===== src/rtl/sema_pkg.sv =====
package sema_pkg;
    typedef enum logic [1:0] {
        SEM_FREE = 2'd0,
        SEM_HOST = 2'd1,
        SEM_EC   = 2'd2
    } sem_state_t;
endpackage


===== src/rtl/sema_csr_decode.sv =====
module sema_csr_decode #(
    parameter int CSR_W   = 8,
    parameter int REQ_BIT = 4,
    parameter int REL_BIT = 5
) (
    input  logic             wr,
    input  logic [CSR_W-1:0] wdata,
    output logic             host_req,
    output logic             host_rel
);
    // Remaining data bits carry no meaning for the semaphore.
    logic wdata_unused;

    assign host_req     = wr && wdata[REQ_BIT];
    assign host_rel     = wr && wdata[REL_BIT];
    assign wdata_unused = ^wdata;
endmodule


===== src/rtl/sema_arbiter.sv =====
module sema_arbiter
    import sema_pkg::*;
(
    input  logic clk,
    input  logic rst_n,
    input  logic host_req,
    input  logic host_rel,
    input  logic ec_req,
    input  logic ec_rel,
    output logic host_own,
    output logic ec_own
);
    sem_state_t state, state_nxt;

    always_ff @(posedge clk or negedge rst_n) begin
        if (!rst_n) state <= SEM_FREE;
        else        state <= state_nxt;
    end

    always_comb begin
        state_nxt = state;
        unique case (state)
            SEM_FREE: begin
                // Controller wins a same-cycle tie.
                if (ec_req)        state_nxt = SEM_EC;
                else if (host_req) state_nxt = SEM_HOST;
            end
            SEM_HOST: begin
                // Release overrides a simultaneous request bit.
                if (host_rel) state_nxt = SEM_FREE;
            end
            SEM_EC: begin
                if (ec_rel) state_nxt = SEM_FREE;
            end
            default: state_nxt = SEM_FREE;
        endcase
    end

    always_comb begin
        host_own = 1'b0;
        ec_own   = 1'b0;
        unique case (state)
            SEM_FREE: ;
            SEM_HOST: host_own = 1'b1;
            SEM_EC:   ec_own   = 1'b1;
            default:  ;
        endcase
    end
endmodule


===== src/rtl/sema_view.sv =====
module sema_view #(
    parameter int CSR_W   = 8,
    parameter int REQ_BIT = 4
) (
    input  logic             host_own,
    input  logic             host_start,
    output logic [CSR_W-1:0] rdata,
    output logic             bus_start
);
    for (genvar i = 0; i < CSR_W; i++) begin : g_rd
        if (i == REQ_BIT) begin : g_req
            assign rdata[i] = host_own;
        end else begin : g_zero
            assign rdata[i] = 1'b0;
        end
    end

    assign bus_start = host_start && host_own;
endmodule


===== src/rtl/smbus_own_sema.sv =====
module smbus_own_sema #(
    parameter int CSR_W   = 8,
    parameter int REQ_BIT = 4,
    parameter int REL_BIT = 5
) (
    input  logic             clk,
    input  logic             rst_n,
    input  logic             csr_wr,
    input  logic [CSR_W-1:0] csr_wdata,
    output logic [CSR_W-1:0] csr_rdata,
    input  logic             ec_req,
    input  logic             ec_rel,
    output logic             ec_grant,
    output logic             host_grant,
    input  logic             host_start,
    output logic             bus_start
);
    logic host_req, host_rel;

    sema_csr_decode #(.CSR_W(CSR_W), .REQ_BIT(REQ_BIT), .REL_BIT(REL_BIT)) u_dec (
        .wr(csr_wr), .wdata(csr_wdata), .host_req(host_req), .host_rel(host_rel)
    );

    sema_arbiter u_arb (
        .clk(clk), .rst_n(rst_n), .host_req(host_req), .host_rel(host_rel),
        .ec_req(ec_req), .ec_rel(ec_rel), .host_own(host_grant), .ec_own(ec_grant)
    );

    sema_view #(.CSR_W(CSR_W), .REQ_BIT(REQ_BIT)) u_view (
        .host_own(host_grant), .host_start(host_start),
        .rdata(csr_rdata), .bus_start(bus_start)
    );
endmodule


===== config.mk =====
export PLATFORM = sky130hd
export DESIGN_NAME = smbus_own_sema
export DESIGN_NICKNAME = d
export VERILOG_FILES = /design/src/rtl/sema_pkg.sv /design/src/rtl/sema_csr_decode.sv /design/src/rtl/sema_arbiter.sv /design/src/rtl/sema_view.sv /design/src/rtl/smbus_own_sema.sv
export SDC_FILE = /design/constraint.sdc
export NUM_CORES = 1
export LEC_CHECK = 0
export ABC_AREA = 1
export BUFFER_PORTS_ARGS = -buffer_cell sky130_fd_sc_hd__buf_4
export CORE_AREA = 2 2 39 41
export DETAILED_ROUTE_END_ITERATION = 7
export DIE_AREA = 0 0 41 43
export GPL_TIMING_DRIVEN = 0
export REMOVE_ABC_BUFFERS = 1
export SLEW_MARGIN = 30
export SYNTH_ARGS = -nofsm -noshare
export SYNTH_HDL_FRONTEND = slang
export SYNTH_HIERARCHICAL = 1
export SYNTH_SLANG_ARGS = --single-unit
export TNS_END_PERCENT = 50

===== constraint.sdc =====
create_clock -name clk -period 1.04 [get_ports clk]
set_input_delay 0.052 -clock clk [delete_from_list [all_inputs] [get_ports clk]]
set_output_delay 0.052 -clock clk [all_outputs]
set_load 0.05 [all_outputs]

Word level (Yosys, flattened, before mapping)
Index checks and enable logic that the tools add are counted.

storage, ports and cells
  bits in registers = 2
  bits in latches = 0
  bits in writable memories = 0
  memory bits (read-only) = 0
  input port bits = 14
  output and inout bits = 11
  logic and storage cells = 18
  memories kept = 0

operators by class
  add/sub/neg operators = 0
  multipliers = 0
  div/mod/pow operators = 0
  order comparisons = 0
  equal/unequal tests = 5
  shifts and indexed selects = 0
  multiplexer cells = 7
  bitwise operators = 0
  reduce and logical (&&, ||, !) cells = 5

operator list
  operator            number
  $mux 2              4
  $pmux 2 s3          1
  $ne 2x2->1 const B  2
  $logic_and 1x1->1   3
  $ne 3x3->1 const B  1
  $reduce_and 3->1    1
  $eq 2x1->1 const B  1
  $eq 2x2->1 const B  1
  $logic_not 2->1     1
  $mux 1              2

Depth between registers and ports, before layout
  word-level depth = 4
  mapped depth = 5
  mapped depth without buffers = 5

Hierarchy
Netlist, hierarchy kept.

by module, submodules not included
  module           instances  cells an instance  area each (um2)  seq. area each (um2)
  sema_arbiter     1          14                 105.1            50.0
  sema_view        1          11                 71.3             0.0
  sema_csr_decode  1          4                  15.0             0.0

Least setup slack after synthesis
OpenSTA, ideal clock, no wires.

  kind = flip-flop to output port
  from = reg u_arb.state[0]
  to = out bus_start
  arrival time = 1.580 ns
  required time = 0.988 ns
  setup slack = -0.592 ns
  stages on the path, launching flop included = 5
  path buffers = 0
  cell sequence = dfrtp_1 -> inv_1 -> nor2_1 -> nand2_1 -> inv_1

between the ends
  cells in the longest elaborated chain, start to end = 3

ends and longest elaborated chain
  item                    RTL line              source
  start, declared         sema_arbiter.sv:13    sem_state_t state, state_nxt;
  start signal, assigned  sema_arbiter.sv:17    else state <= state_nxt;
  $eq 2x1->1              sema_arbiter.sv:42    unique case (state)
  $mux 1                  sema_arbiter.sv:42
  via host_grant          smbus_own_sema.sv:14  output logic host_grant,
  $logic_and 1x1->1       sema_view.sv:18       assign bus_start = host_start && host_own;
  end, declared           smbus_own_sema.sv:16  output logic bus_start

The timed path passes the listed nets, and every way through them passes these cells.

Worst setup path after layout
  from = reg u_arb.state[1]
  to = out bus_start

between the ends
  cells in the longest elaborated chain, start to end = 3

ends and longest elaborated chain
  item               RTL line
  $eq 2x1->1         sema_arbiter.sv:42
  $mux 1             sema_arbiter.sv:42
  $logic_and 1x1->1  sema_view.sv:18

Every way passes these cells.

==> impl_metrics.tcl <==
set metrics [dict create \
    outcome "complete, but fails checks" \
    violations "negative setup slack" \
    worstHoldEndpoint "u_arb/state[1]" \
    synth_top_area_frac 0.3137 \
    cts_made_buffers 3 \
    io_pins 25 \
    grt_setup_unrepaired "true" \
    maxCapViolations 0 \
    cp-end-kind "primary output" \
    r2r-end "u_arb/state[0]" \
    cts_buffer_depth 2 \
    finalWorstSetupSlack_ps -41.95 \
    fp.dieW_um 41 \
    max_freq_mhz 924.3 \
    critPathSlowestCell "dfrtp_1" \
    core_sq_um 1384 \
    critPathRequiredTime_ps 990 \
    power_leakage_uw 0.0001994 \
    yosysWarnings 6 \
    antenna_left 0 \
    hold_start "ec_req" \
    fin_area_sq_um 336.6 \
    reg_top3 "u_arb/state x2" \
    fin_nets 60 \
    dr_total_vias 189 \
    dpl_cell_area_sq_um 256.5 \
    power_frac_clock 0.258 \
    synthTopCellsByArea "buf_4 31%, dfrtp_1 26%, inv_1 9.8%" \
    start_util 0.1383 \
    yosys.area_share.adder 0 \
    dieArea_sq_um 1763 \
    vias_per_cell 3.150 \
    largest_reg_flops 2 \
    top_register "u_arb/state" \
    path_max_fanout 3 \
    yosysTopAreaCell "buf_4" \
    finalSetupViolCount 4 \
    path_cells "nor2_4 -> nand2_2 -> inv_2 -> buf_8" \
    grt_pass1_vias 157 \
    min_period_over_period 1.040 \
    cp.arrival_ps 1030 \
    dp_hpwl_um 298.3 \
    wl_per_cell_um 6.517 \
    p_int_uw 352.2 \
    holdPathStages 3 \
    drt_wl_total_um 391 \
    worstSetupPathType "flop to primary output" \
    final_core_util 0.2432 \
    nFillCells 164 \
    antennaDiodeCount 0 \
    gp_congestion 0.5379 \
    power.net_switching_uw 294.4 \
    syn_area_per_cell_sq_um 6.601 \
    r2r-start "u_arb/state[1]" \
    pwr-share-seq 0.185 \
    grt_pass1_wl_um 558 \
    synth_seq_cells 2 \
    synth_top_family_by_area "buffers and inverters" \
    combinationalPowerShare 0.557 \
    drt_pass1_iterations 2 \
    start_kind "flop" \
    powerDensity_nw_per_um2 1921 \
    ff2ff_path_depth 4 \
    die_height_um 43 \
    clk_latency_ps 220 \
    synthDistinctLibCells 11 \
    grt_max_degree 4 \
    post-route-drc-count 0 \
    cts_tree "done" \
    clock_sinks 2 \
    area.growth.synth_to_final_pct 75.82 \
    ir_worst_vdd_mv 0.4223 \
    port_buffers 11 \
    r2r_setup_slack_ps 60 \
    holdCritPathClass "input port to flop" \
    cpPeakStageDelay_ps 420 \
    drive_above_1_share 0.5000 \
    grtUsageTotal 0.05316 \
    slew_violations 0 \
    cts_root_buffer "clkbuf_4" \
    finalHoldViolations 0 \
    grt_antenna_before_repair 0 \
    fin_skew_ps 1.061 \
    synth-xor-area-share 0 \
    synth_cells 29 \
    drt_iter0_drc 3 \
    path_clk_slew_ps 30 \
    yosysSeqAreaShare 0.2614 \
    fin_crit_ps 1082 \
    sw_frac_of_total 0.4553 \
    cts.htree.levels 1 \
    synth-simple-area-share 0.2876 \
    core.rowCount 14 \
    syn-cell-area_sq_um 191.4 \
    grt_overflow_total 0 \
    synthMuxAreaShare 0 \
    synth_compound_area_frac 0 \
]
-- cell usage after synthesis --
cell and count:
inv_1 5, nor2_1 2, nand3b_1 1, inv_2 1, dfrtp_1 2, nand2_1 5
buf_4 8, conb_1 1, nor3_1 1, nand3_1 2, nand4_1 1
-- final cells by class --
cell class	count	area (sq um)	share of cell area
Multi-Input combinational cell	19	98.84	0.2937
Sequential cell	2	50.05	0.1487
Clock buffer	3	22.52	0.06691
Timing Repair Buffer	14	122.6	0.3643
Tap cell	16	20.02	0.05948
Inverter	6	22.52	0.06691
-- worst max path at each step --
stage          slack [ps]            from   endpoint  cells past startpoint
2_1_floorplan       -1200  u_arb/state[0]  bus_start                      4
3_3_place_gp           80  u_arb/state[0]  bus_start                      5
3_5_place_dp           70  u_arb/state[0]  bus_start                      5
4_1_cts               -60  u_arb/state[1]  bus_start                      4
5_1_grt               -90  u_arb/state[1]  bus_start                      4
6_report              -40  u_arb/state[1]  bus_start                      4
-- through the flow --
stage / setup slack, ps / hold WS [ps] / cells / total power [uW] / TNS [ps]
2_1_floorplan: -1198 / -243.6 / 27 / 315.8 / -2716
3_3_place_gp: 80.97 / -165.4 / 54 / 386.4 / 0
3_5_place_dp: 65.24 / -164.0 / 54 / 388.2 / 0
4_1_cts: -55.44 / 70.84 / 60 / 647.7 / -82.18
5_1_grt: -93.39 / 87.60 / 60 / 686.2 / -241.7
6_report: -41.95 / 82.06 / 60 / 646.6 / -69.48
-- cell usage in the layout, fill, tap and decap left out --
master	n
buf_4	11
buf_8	2
clkbuf_4	3
conb_1	7
dfrtp_1	2
dlygate4sd3_1	1
inv_1	3
inv_2	3
nand2_1	4
nand2_2	1
nand3_1	2
nand3b_1	1
nand4_1	1
nor2_4	2
nor3_1	1
-- critical path: cells and delay by family (launching register included) --
family / cells / cell delay, ps
and+or+nand+nor: 2 / 210
buffers and inverters: 2 / 180
DFF: 1 / 420
-- logic make-up after synthesis --
group,Yosys count
buf+inv,14
simple gates,12
flops,2
other cells,1
-- what timing repair did --
item / 4_1_cts / 5_1_grt
resized for setup: 7 / 4
setup buffers: 2 / 0
hold endpoints to repair: 2 / 0
endpoints found under the setup margin: 3 / 4
pin swaps: 1 / 1
hold buffers: 1 / 0
-- power groups by stage --
stage | Sequential [uW] | Combinational, uW | Clock, uW
final | 120 | 360 | 167
after global routing | 122 | 384 | 179
after CTS | 119 | 341 | 187
after detailed placement | 117 | 271 | 0
after global placement | 117 | 269 | 0
after floorplan | 114 | 202 | 0
-- metal layers --
| metal | wire (um) | GRT usage |
|---|---|---|
| met1 | 145 | 0.04808 |
| met5 | 0 | 0 |
| met3 | 52 | 0.03141 |
| met4 | 0 | 0.06000 |
| met2 | 193 | 0.07188 |
Note: power is estimated with default switching activity, not from simulation.
